File: src/rtl/usbls_pkg.sv
// Shared types for the low-speed receiver: line states, FSM states, error codes.
package usbls_pkg;

    // Line state as the pair {D+, D-}
    typedef enum logic [1:0] {
        LINE_SE0 = 2'b00,
        LINE_J   = 2'b01,
        LINE_K   = 2'b10,
        LINE_SE1 = 2'b11
    } line_t;

    // Receiver control states
    typedef enum logic [2:0] {
        ST_WAITJ   = 3'd0,
        ST_HUNT    = 3'd1,
        ST_CONFIRM = 3'd2,
        ST_REHUNT  = 3'd3,
        ST_RECV    = 3'd4,
        ST_DRAIN   = 3'd5
    } rx_state_t;

    // Error codes reported on rx_err_code
    typedef enum logic [1:0] {
        ERR_NONE     = 2'd0,
        ERR_SYNC     = 2'd1,
        ERR_OVERFLOW = 2'd2,
        ERR_SHORT    = 2'd3
    } rx_err_t;

endpackage
File: src/rtl/usbls_sync.sv
// Multi-stage synchroniser for a small bus of asynchronous inputs.
// Assumes each bit is independent and slow relative to clk, so
// per-bit skew of one clock is acceptable.
module usbls_sync #(
    parameter int                 WIDTH   = 2,
    parameter int                 STAGES  = 2,
    parameter logic [WIDTH-1:0]   RST_VAL = '0
) (
    input  logic             clk,
    input  logic             rst_n,
    input  logic [WIDTH-1:0] d,
    output logic [WIDTH-1:0] q
);

    logic [WIDTH-1:0] stage_q [STAGES];

    // Shift the inputs through the flop chain
    always_ff @(posedge clk) begin
        if (!rst_n) begin
            for (int i = 0; i < STAGES; i++) stage_q[i] <= RST_VAL;
        end else begin
            stage_q[0] <= d;
            for (int i = 1; i < STAGES; i++) stage_q[i] <= stage_q[i-1];
        end
    end

    assign q = stage_q[STAGES-1];

endmodule
File: src/rtl/usbls_bit_timer.sv
// Bit sample strobe generator for a non-integer clocks-per-bit ratio.
// Over each group of SLOTS line bits, slot 0 and the odd slots last
// SHORT_CLKS+1 clocks and the other even slots SHORT_CLKS clocks.
// Slot 0 of every LEAP_GROUPS-th group gets one more clock.
// Assumes start is raised on the cycle that the previous bit was sampled.
module usbls_bit_timer #(
    parameter int SHORT_CLKS  = 10,
    parameter int SLOTS       = 8,
    parameter int LEAP_GROUPS = 3,
    localparam int CNT_W  = $clog2(SHORT_CLKS + 2),
    localparam int SLOT_W = $clog2(SLOTS),
    localparam int GRP_W  = (LEAP_GROUPS > 1) ? $clog2(LEAP_GROUPS) : 1
) (
    input  logic clk,
    input  logic rst_n,
    input  logic start,
    input  logic run,
    output logic tick
);

    logic [CNT_W-1:0]  cnt_q;
    logic [SLOT_W-1:0] slot_q;
    logic [GRP_W-1:0]  grp_q;
    logic [SLOT_W-1:0] slot_nx;
    logic [GRP_W-1:0]  grp_nx;

    // Reload value (period minus one) for a given slot and group
    function automatic logic [CNT_W-1:0] reload(input logic [SLOT_W-1:0] s,
                                                input logic [GRP_W-1:0]  g);
        logic [CNT_W-1:0] p;
        p = CNT_W'(SHORT_CLKS - 1);
        if (s == '0 || s[0]) p = p + 1'b1;
        if (s == '0 && g == GRP_W'(LEAP_GROUPS - 1)) p = p + 1'b1;
        return p;
    endfunction

    assign tick = run && (cnt_q == '0);

    // Next slot and group after the current period ends
    always_comb begin
        slot_nx = slot_q + 1'b1;
        grp_nx  = grp_q;
        if (slot_q == SLOT_W'(SLOTS - 1)) begin
            slot_nx = '0;
            grp_nx  = (grp_q == GRP_W'(LEAP_GROUPS - 1)) ? '0 : grp_q + 1'b1;
        end
    end

    // Count down the current period and reload on each strobe
    always_ff @(posedge clk) begin
        if (!rst_n) begin
            cnt_q  <= '0;
            slot_q <= '0;
            grp_q  <= '0;
        end else if (start) begin
            cnt_q  <= reload('0, '0);
            slot_q <= '0;
            grp_q  <= '0;
        end else if (tick) begin
            cnt_q  <= reload(slot_nx, grp_nx);
            slot_q <= slot_nx;
            grp_q  <= grp_nx;
        end else if (run) begin
            cnt_q  <= cnt_q - 1'b1;
        end
    end


    tick_spacing_chk: assert property (@(posedge clk) disable iff (!rst_n)
        tick |=> !tick);


    start_gap_chk: assert property (@(posedge clk) disable iff (!rst_n)
        start |=> !tick);

endmodule
File: src/rtl/usbls_nrzi_unstuff.sv
// NRZI decoder, stuff-bit remover and LSB-first byte packer.
// Acts only on sample strobes. An init pulse primes it with the last
// sync level (K) and a run of one decoded 1. An SE0 at a sample gives
// an end pulse instead of a bit.
module usbls_nrzi_unstuff
    import usbls_pkg::*;
#(
    parameter int STUFF_RUN = 6,
    parameter int BYTE_W    = 8,
    localparam int ONES_W = $clog2(STUFF_RUN + 1),
    localparam int BIT_W  = $clog2(BYTE_W)
) (
    input  logic              clk,
    input  logic              rst_n,
    input  logic              init,
    input  logic              tick,
    input  line_t             line,
    output logic              byte_done,
    output logic [BYTE_W-1:0] byte_data,
    output logic              se0_seen
);

    logic              prev_dm_q;
    logic [ONES_W-1:0] ones_q;
    logic [BIT_W-1:0]  nbits_q;
    logic [BYTE_W-1:0] shreg_q;
    logic              dec_bit;
    logic [BYTE_W-1:0] next_sh;
    logic              is_stuff;

    // Decoded bit and the shift register value it would produce
    always_comb begin
        dec_bit  = (line[0] == prev_dm_q);
        next_sh  = {dec_bit, shreg_q[BYTE_W-1:1]};
        is_stuff = (ones_q == ONES_W'(STUFF_RUN));
    end

    // Decode, unstuff and pack one line bit per strobe
    always_ff @(posedge clk) begin
        if (!rst_n) begin
            prev_dm_q <= 1'b0;
            ones_q    <= '0;
            nbits_q   <= '0;
            shreg_q   <= '0;
            byte_done <= 1'b0;
            byte_data <= '0;
            se0_seen  <= 1'b0;
        end else begin
            byte_done <= 1'b0;
            se0_seen  <= 1'b0;
            if (init) begin
                prev_dm_q <= 1'b0;
                ones_q    <= ONES_W'(1);
                nbits_q   <= '0;
            end else if (tick) begin
                if (line == LINE_SE0) begin
                    se0_seen <= 1'b1;
                end else begin
                    prev_dm_q <= line[0];
                    if (is_stuff) begin
                        ones_q <= '0;
                    end else begin
                        shreg_q <= next_sh;
                        ones_q  <= dec_bit ? ones_q + 1'b1 : '0;
                        if (nbits_q == BIT_W'(BYTE_W - 1)) begin
                            byte_done <= 1'b1;
                            byte_data <= next_sh;
                            nbits_q   <= '0;
                        end else begin
                            nbits_q <= nbits_q + 1'b1;
                        end
                    end
                end
            end
        end
    end


    stuff_drop_chk: assert property (@(posedge clk) disable iff (!rst_n)
        (tick && !init && is_stuff && line != LINE_SE0) |=> (!byte_done && $stable(nbits_q)));


    run_limit_chk: assert property (@(posedge clk) disable iff (!rst_n)
        ones_q <= ONES_W'(STUFF_RUN));


    end_vs_byte_chk: assert property (@(posedge clk) disable iff (!rst_n)
        !(byte_done && se0_seen));

endmodule
File: src/rtl/usbls_rx.sv
// Low-speed USB packet receiver top. It synchronises D+/D-, finds and
// confirms the sync field, then drives the bit timer and decoder. It
// reports bytes, start, end and error strobes. It assumes the line is
// J between packets and that the clock is 16 MHz for a 1.5 Mbit/s line.
module usbls_rx
    import usbls_pkg::*;
#(
    parameter int MAX_BYTES    = 16,
    parameter int MIN_BYTES    = 3,
    parameter int HUNT_WIN     = 8,
    parameter int CONFIRM_CLKS = 16,
    parameter int SHORT_CLKS   = 10,
    parameter int LEAP_GROUPS  = 3,
    parameter int STUFF_RUN    = 6,
    parameter int BYTE_W       = 8,
    parameter int SYNC_STAGES  = 2,
    localparam int CNT_W  = $clog2(MAX_BYTES + 1),
    localparam int WAIT_W = $clog2(((HUNT_WIN > CONFIRM_CLKS) ? HUNT_WIN : CONFIRM_CLKS) + 1)
) (
    input  logic              clk,
    input  logic              rst_n,
    input  logic              usb_dp,
    input  logic              usb_dm,
    output logic              rx_start,
    output logic              rx_valid,
    output logic [BYTE_W-1:0] rx_byte,
    output logic              rx_end,
    output logic [CNT_W-1:0]  rx_count,
    output logic              rx_err,
    output logic [1:0]        rx_err_code
);

    logic [1:0]        line_raw;
    line_t             line_s;
    rx_state_t         state_q;
    logic [WAIT_W-1:0] wait_q;
    logic [CNT_W-1:0]  byte_cnt_q;
    logic              confirm_ok;
    logic              run;
    logic              tick;
    logic              dec_done;
    logic [BYTE_W-1:0] dec_byte;
    logic              dec_se0;

    usbls_sync #(
        .WIDTH   (2),
        .STAGES  (SYNC_STAGES),
        .RST_VAL (2'b01)
    ) i_sync (
        .clk   (clk),
        .rst_n (rst_n),
        .d     ({usb_dp, usb_dm}),
        .q     (line_raw)
    );

    assign line_s = line_t'(line_raw);

    // Sync confirmed: second K seen one bit after the edge
    always_comb begin
        confirm_ok = (state_q == ST_CONFIRM) && (wait_q == WAIT_W'(CONFIRM_CLKS - 1))
                     && (line_s == LINE_K);
        run        = (state_q == ST_RECV);
    end

    usbls_bit_timer #(
        .SHORT_CLKS  (SHORT_CLKS),
        .SLOTS       (BYTE_W),
        .LEAP_GROUPS (LEAP_GROUPS)
    ) i_timer (
        .clk   (clk),
        .rst_n (rst_n),
        .start (confirm_ok),
        .run   (run),
        .tick  (tick)
    );

    usbls_nrzi_unstuff #(
        .STUFF_RUN (STUFF_RUN),
        .BYTE_W    (BYTE_W)
    ) i_decode (
        .clk       (clk),
        .rst_n     (rst_n),
        .init      (confirm_ok),
        .tick      (tick),
        .line      (line_s),
        .byte_done (dec_done),
        .byte_data (dec_byte),
        .se0_seen  (dec_se0)
    );

    // Packet framing state machine and output strobes
    always_ff @(posedge clk) begin
        if (!rst_n) begin
            state_q     <= ST_WAITJ;
            wait_q      <= '0;
            byte_cnt_q  <= '0;
            rx_start    <= 1'b0;
            rx_valid    <= 1'b0;
            rx_byte     <= '0;
            rx_end      <= 1'b0;
            rx_count    <= '0;
            rx_err      <= 1'b0;
            rx_err_code <= ERR_NONE;
        end else begin
            rx_start <= 1'b0;
            rx_valid <= 1'b0;
            rx_end   <= 1'b0;
            rx_err   <= 1'b0;
            case (state_q)
                ST_WAITJ: begin
                    if (line_s == LINE_J) state_q <= ST_HUNT;
                end
                ST_HUNT: begin
                    if (line_s == LINE_K) begin
                        state_q <= ST_CONFIRM;
                        wait_q  <= '0;
                    end
                end
                ST_CONFIRM: begin
                    if (wait_q == WAIT_W'(CONFIRM_CLKS - 1)) begin
                        wait_q <= '0;
                        if (confirm_ok) begin
                            state_q    <= ST_RECV;
                            byte_cnt_q <= '0;
                            rx_start   <= 1'b1;
                        end else begin
                            state_q <= ST_REHUNT;
                        end
                    end else begin
                        wait_q <= wait_q + 1'b1;
                    end
                end
                ST_REHUNT: begin
                    if (line_s == LINE_K) begin
                        state_q <= ST_CONFIRM;
                        wait_q  <= '0;
                    end else if (wait_q == WAIT_W'(HUNT_WIN - 1)) begin
                        state_q     <= ST_WAITJ;
                        rx_err      <= 1'b1;
                        rx_err_code <= ERR_SYNC;
                    end else begin
                        wait_q <= wait_q + 1'b1;
                    end
                end
                ST_RECV: begin
                    if (dec_done) begin
                        if (byte_cnt_q == CNT_W'(MAX_BYTES)) begin
                            state_q     <= ST_DRAIN;
                            rx_err      <= 1'b1;
                            rx_err_code <= ERR_OVERFLOW;
                        end else begin
                            rx_valid   <= 1'b1;
                            rx_byte    <= dec_byte;
                            byte_cnt_q <= byte_cnt_q + 1'b1;
                        end
                    end else if (dec_se0) begin
                        state_q <= ST_WAITJ;
                        if (byte_cnt_q >= CNT_W'(MIN_BYTES)) begin
                            rx_end   <= 1'b1;
                            rx_count <= byte_cnt_q;
                        end else begin
                            rx_err      <= 1'b1;
                            rx_err_code <= ERR_SHORT;
                        end
                    end
                end
                ST_DRAIN: begin
                    if (line_s == LINE_SE0) state_q <= ST_WAITJ;
                end
                default: state_q <= ST_WAITJ;
            endcase
        end
    end


    strobes_exclusive_chk: assert property (@(posedge clk) disable iff (!rst_n)
        $onehot0({rx_start, rx_valid, rx_end, rx_err}));


    start_after_confirm_chk: assert property (@(posedge clk) disable iff (!rst_n)
        rx_start |-> $past(state_q == ST_CONFIRM));


    recv_entry_chk: assert property (@(posedge clk) disable iff (!rst_n)
        (state_q == ST_RECV && $past(state_q) != ST_RECV) |-> $past(line_s == LINE_K));


    byte_bound_chk: assert property (@(posedge clk) disable iff (!rst_n)
        rx_valid |-> (byte_cnt_q != '0 && byte_cnt_q <= CNT_W'(MAX_BYTES)));


    end_min_chk: assert property (@(posedge clk) disable iff (!rst_n)
        rx_end |-> (rx_count >= CNT_W'(MIN_BYTES)));


    err_code_chk: assert property (@(posedge clk) disable iff (!rst_n)
        rx_err |-> (rx_err_code != ERR_NONE));

endmodule
File: config.mk
export PLATFORM = sky130hd
export DESIGN_NAME = usbls_rx
export DESIGN_NICKNAME = d
export VERILOG_FILES = /design/src/rtl/usbls_pkg.sv /design/src/rtl/usbls_sync.sv /design/src/rtl/usbls_bit_timer.sv /design/src/rtl/usbls_nrzi_unstuff.sv /design/src/rtl/usbls_rx.sv
export SDC_FILE = /design/constraint.sdc
export NUM_CORES = 1
export LEC_CHECK = 0
export BUFFER_PORTS_ARGS = -buffer_cell sky130_fd_sc_hd__buf_2
export CAP_MARGIN = 20
export CORE_MARGIN = 2
export CORE_UTILIZATION = 40
export CTS_BUF_LIST = sky130_fd_sc_hd__clkbuf_4 sky130_fd_sc_hd__clkbuf_8
export DETAILED_ROUTE_END_ITERATION = 7
export HOLD_SLACK_MARGIN = 0.1
export PLACE_DENSITY = 0.67
export SYNTH_ARGS = -nofsm -noshare
export SYNTH_HDL_FRONTEND = slang
export SYNTH_HIERARCHICAL = 1
export SYNTH_SLANG_ARGS = --single-unit
File: constraint.sdc
create_clock -name clk -period 3.75 [get_ports clk]
set_input_delay 0.1875 -clock clk [delete_from_list [all_inputs] [get_ports clk]]
set_output_delay 0.1875 -clock clk [all_outputs]
set_load 0.05 [all_outputs]
==> flow_metrics.tcl <==
set metrics [dict create \
    status "finished clean" \
    path_clk_slew_ps 70 \
    ant_nets 0 \
    drt_iter0_drc 105 \
    internal_power_mw 1.18 \
    syn_nets 376 \
    vias_per_cell 5.39 \
    skew_ps 11.3 \
    worst_slew_pin_slew_ps 649 \
    end_kind "flip-flop" \
    ys_seq_area_share_pct 42.1 \
    dieArea_um2 8940 \
    r2r-start "state_q[2]" \
    antenna_cells 0 \
    r2r_end "i_decode/shreg_q[7]" \
    cap_violations 0 \
    ys_async_sr_fraction_pct 0 \
    period_needed_ps 2970 \
    synth_edf_count 0 \
    hold_end "i_sync/stage_q[0][2]" \
    rr_worst_depth 7 \
    synth.most_common_cell "dfxtp_1" \
    crit_type "reg -> reg" \
    setup_slack_ps 778 \
    startpoint_type "flip-flop" \
    fin_crit_sh_pct 79.3 \
    grt_pass1_vias 2382 \
    coreArea_um2 8090 \
    antenna_found_initial 0 \
    num_vias 2611 \
    synth_area_per_cell_um2 9.13 \
    place_ws_ps 801 \
    dpl.hpwl_um 4360 \
    r2r_slack_ps 780 \
    total_power_mw 1.57 \
    critical_path_required_ps 3970 \
    vdd_drop_max_v 0.000165 \
    p_switching_mw 0.390 \
    fin_tns_setup_ps 0 \
    htreeDepth 3 \
    drt_wl_total_um 6340 \
    hold_viol_final 0 \
    ios 23 \
    yosys-top-cells-count "dfxtp_1, nand2_1, a21oi_1, nor2_1, mux2i_1" \
    final_nets 392 \
    rsz0062_at_grt "no" \
    grt_overflow 0 \
    grt_pass1_wl_um 10600 \
    yosysUniqueCellTypes 56 \
    fillCellCount 827 \
    max-clock-path-buffers 2 \
    switching_share_pct 24.9 \
    cts.sink_count 69 \
    synth_seq_cells 69 \
    cts-root-buf "clkbuf_8" \
    die_h_um 94.5 \
    die_w_um 94.5 \
    track_usage_pct 15.1 \
    numPlacedInstances 467 \
    row_count 33 \
    powerDensity_nw_per_um2 431 \
    setup_viol 0 \
    cts_tree "built" \
    stdcell_count 484 \
    route.detailed.drc 0 \
    area_growth_pct 11.0 \
    synth_top_area_share_pct 42.1 \
    gp_congestion 0.793 \
    syn_inst 359 \
    cp_data_arrival_time_ps 3190 \
    hold_ws_ps 280 \
    multiInputGateArea_um2 1690 \
    grt_max_degree 31 \
    port_buffers 22 \
    min_path_type "in -> reg" \
    p_clk_share_pct 41.5 \
    clk_latency_ps 340 \
    ff_latch_area_um2 1380 \
    synth_flop_cell "dfxtp_1" \
    fmax_mhz 336 \
    hold_start "rst_n" \
    syn_area_um2 3280 \
    start_util_pct 40.5 \
    yosysTopAreaCell "dfxtp_1" \
    cts_made_buffers 9 \
    wl_per_cell_um 13.1 \
    yosysWarnings 6 \
    seq_power_share_pct 49.9 \
    layout-drive-gt1-share_pct 12.9 \
    p_leak_nw 1.39 \
    synthTopCellsByArea "dfxtp_1, mux2i_1, ha_1, a21oi_1, nand2_1" \
    crit_fanout 17 \
    first_pass_iters 4 \
    slew_headroom_pct 56.8 \
    cts_setup_buffers 0 \
    min_path_cells 2 \
    pwr-share-comb_pct 8.6 \
    final_max_slew_viol_count 0 \
]
-- worst max path at each step --
stage                     depth (start not counted)        from                     to  slack [ps]
final                                             7  state_q[2]    i_decode/shreg_q[7]         780
after global routing                              7  state_q[2]    i_decode/shreg_q[3]         550
after CTS                                         7  state_q[0]    i_decode/shreg_q[1]         780
after detailed placement                          7  state_q[2]    i_decode/shreg_q[1]         800
after global placement                            7  state_q[0]    i_decode/shreg_q[1]         930
after floorplan                                  10   wait_q[0]  i_decode/byte_data[0]        1310
-- placed cells by master (no fill, tap or decap), types with 8 or more instances in the layout --
cell type / instances
dfxtp_1: 69
nand2_1: 33
nor2_1: 27
a21oi_1: 27
mux2i_1: 24
buf_2: 22
inv_1: 16
ha_1: 13
nand4_1: 12
o31ai_1: 12
o21ai_0: 11
nand2b_1: 10
clkbuf_8: 9
and2_1: 8
-- power by group through the flow --
stage / logic [mW] / registers (mW) / clock network, mW
3_3_place_gp: 0.132 / 0.798 / 0
4_1_cts: 0.134 / 0.782 / 0.669
3_5_place_dp: 0.132 / 0.800 / 0
5_1_grt: 0.148 / 0.789 / 0.699
6_report: 0.134 / 0.783 / 0.651
2_1_floorplan: 0.143 / 0.772 / 0
-- through the flow --
step | util [%] | instance area, µm²
6_report | 45.0 | 3640
3_5_place_dp | 42.1 | 3410
2_1_floorplan | - | 3280
3_3_place_gp | 42.1 | 3410
5_1_grt | 45.0 | 3640
4_1_cts | 45.0 | 3640
-- repair_timing --
item,in CTS,in global routing
endpoints found under the hold margin,2,0
hold buffers,2,0
gates resized for setup,0,0
endpoints found under the setup margin,0,0
-- cell families after synthesis --
family          after synthesis  synth area share (%)
buf+inv                      40                  6.30
simple gates                128                  21.1
xor+xnor                      6                  1.60
fa+ha+maj                    13                  4.96
compound gates               77                  15.9
flops                        69                  42.1
mux                          26                  8.01
-- routing by layer --
| metal | GRT usage (%) | part of all wire [%] | vias up | wire [µm] |
|---|---|---|---|---|
| met1 | 18.9 | 47 | 1242 | 3010 |
| li1 | - | - | 1307 | - |
| met4 | 7.85 | 2.2 | 0 | 138 |
| met2 | 24.2 | 47 | 50 | 2980 |
| met3 | 3.67 | 3.5 | 12 | 220 |
| met5 | 0 | 0 | - | 0 |
-- critical path, cell delays in order (launching register included) --
cell,delay (ps)
dfxtp_1,520
or3b_1,540
inv_1,240
nand4bb_1,360
clkinv_4,220
o21ai_2,220
or3_1,590
mux2i_1,170
-- state kept, by name (all words and copies together), names as in the netlist --
signal              count
rx_end                  1
state_q                 3
rx_err_code             2
rx_valid                1
i_timer/cnt_q           4
i_decode/shreg_q        7
i_decode/se0_seen       1
rx_count                5
i_timer/slot_q          3
i_decode/byte_data      8
rx_start                1
i_decode/byte_done      1
byte_cnt_q              5
i_decode/ones_q         3
wait_q                  5
i_sync/stage_q          4
rx_err                  1
rx_byte                 8
i_decode/prev_dm_q      1
i_timer/grp_q           2
i_decode/nbits_q        3
-- final cells by class --
type / instances / share of cell area [%]
clock buffers: 9 / 3.40
clock inverters: 6 / 2.44
inverters: 19 / 2.10
multi-input cells: 250 / 46.5
flip-flops and latches: 69 / 38.0
well taps: 105 / 3.61
repair buffers: 26 / 3.99
(Power assumes the default switching activity.)
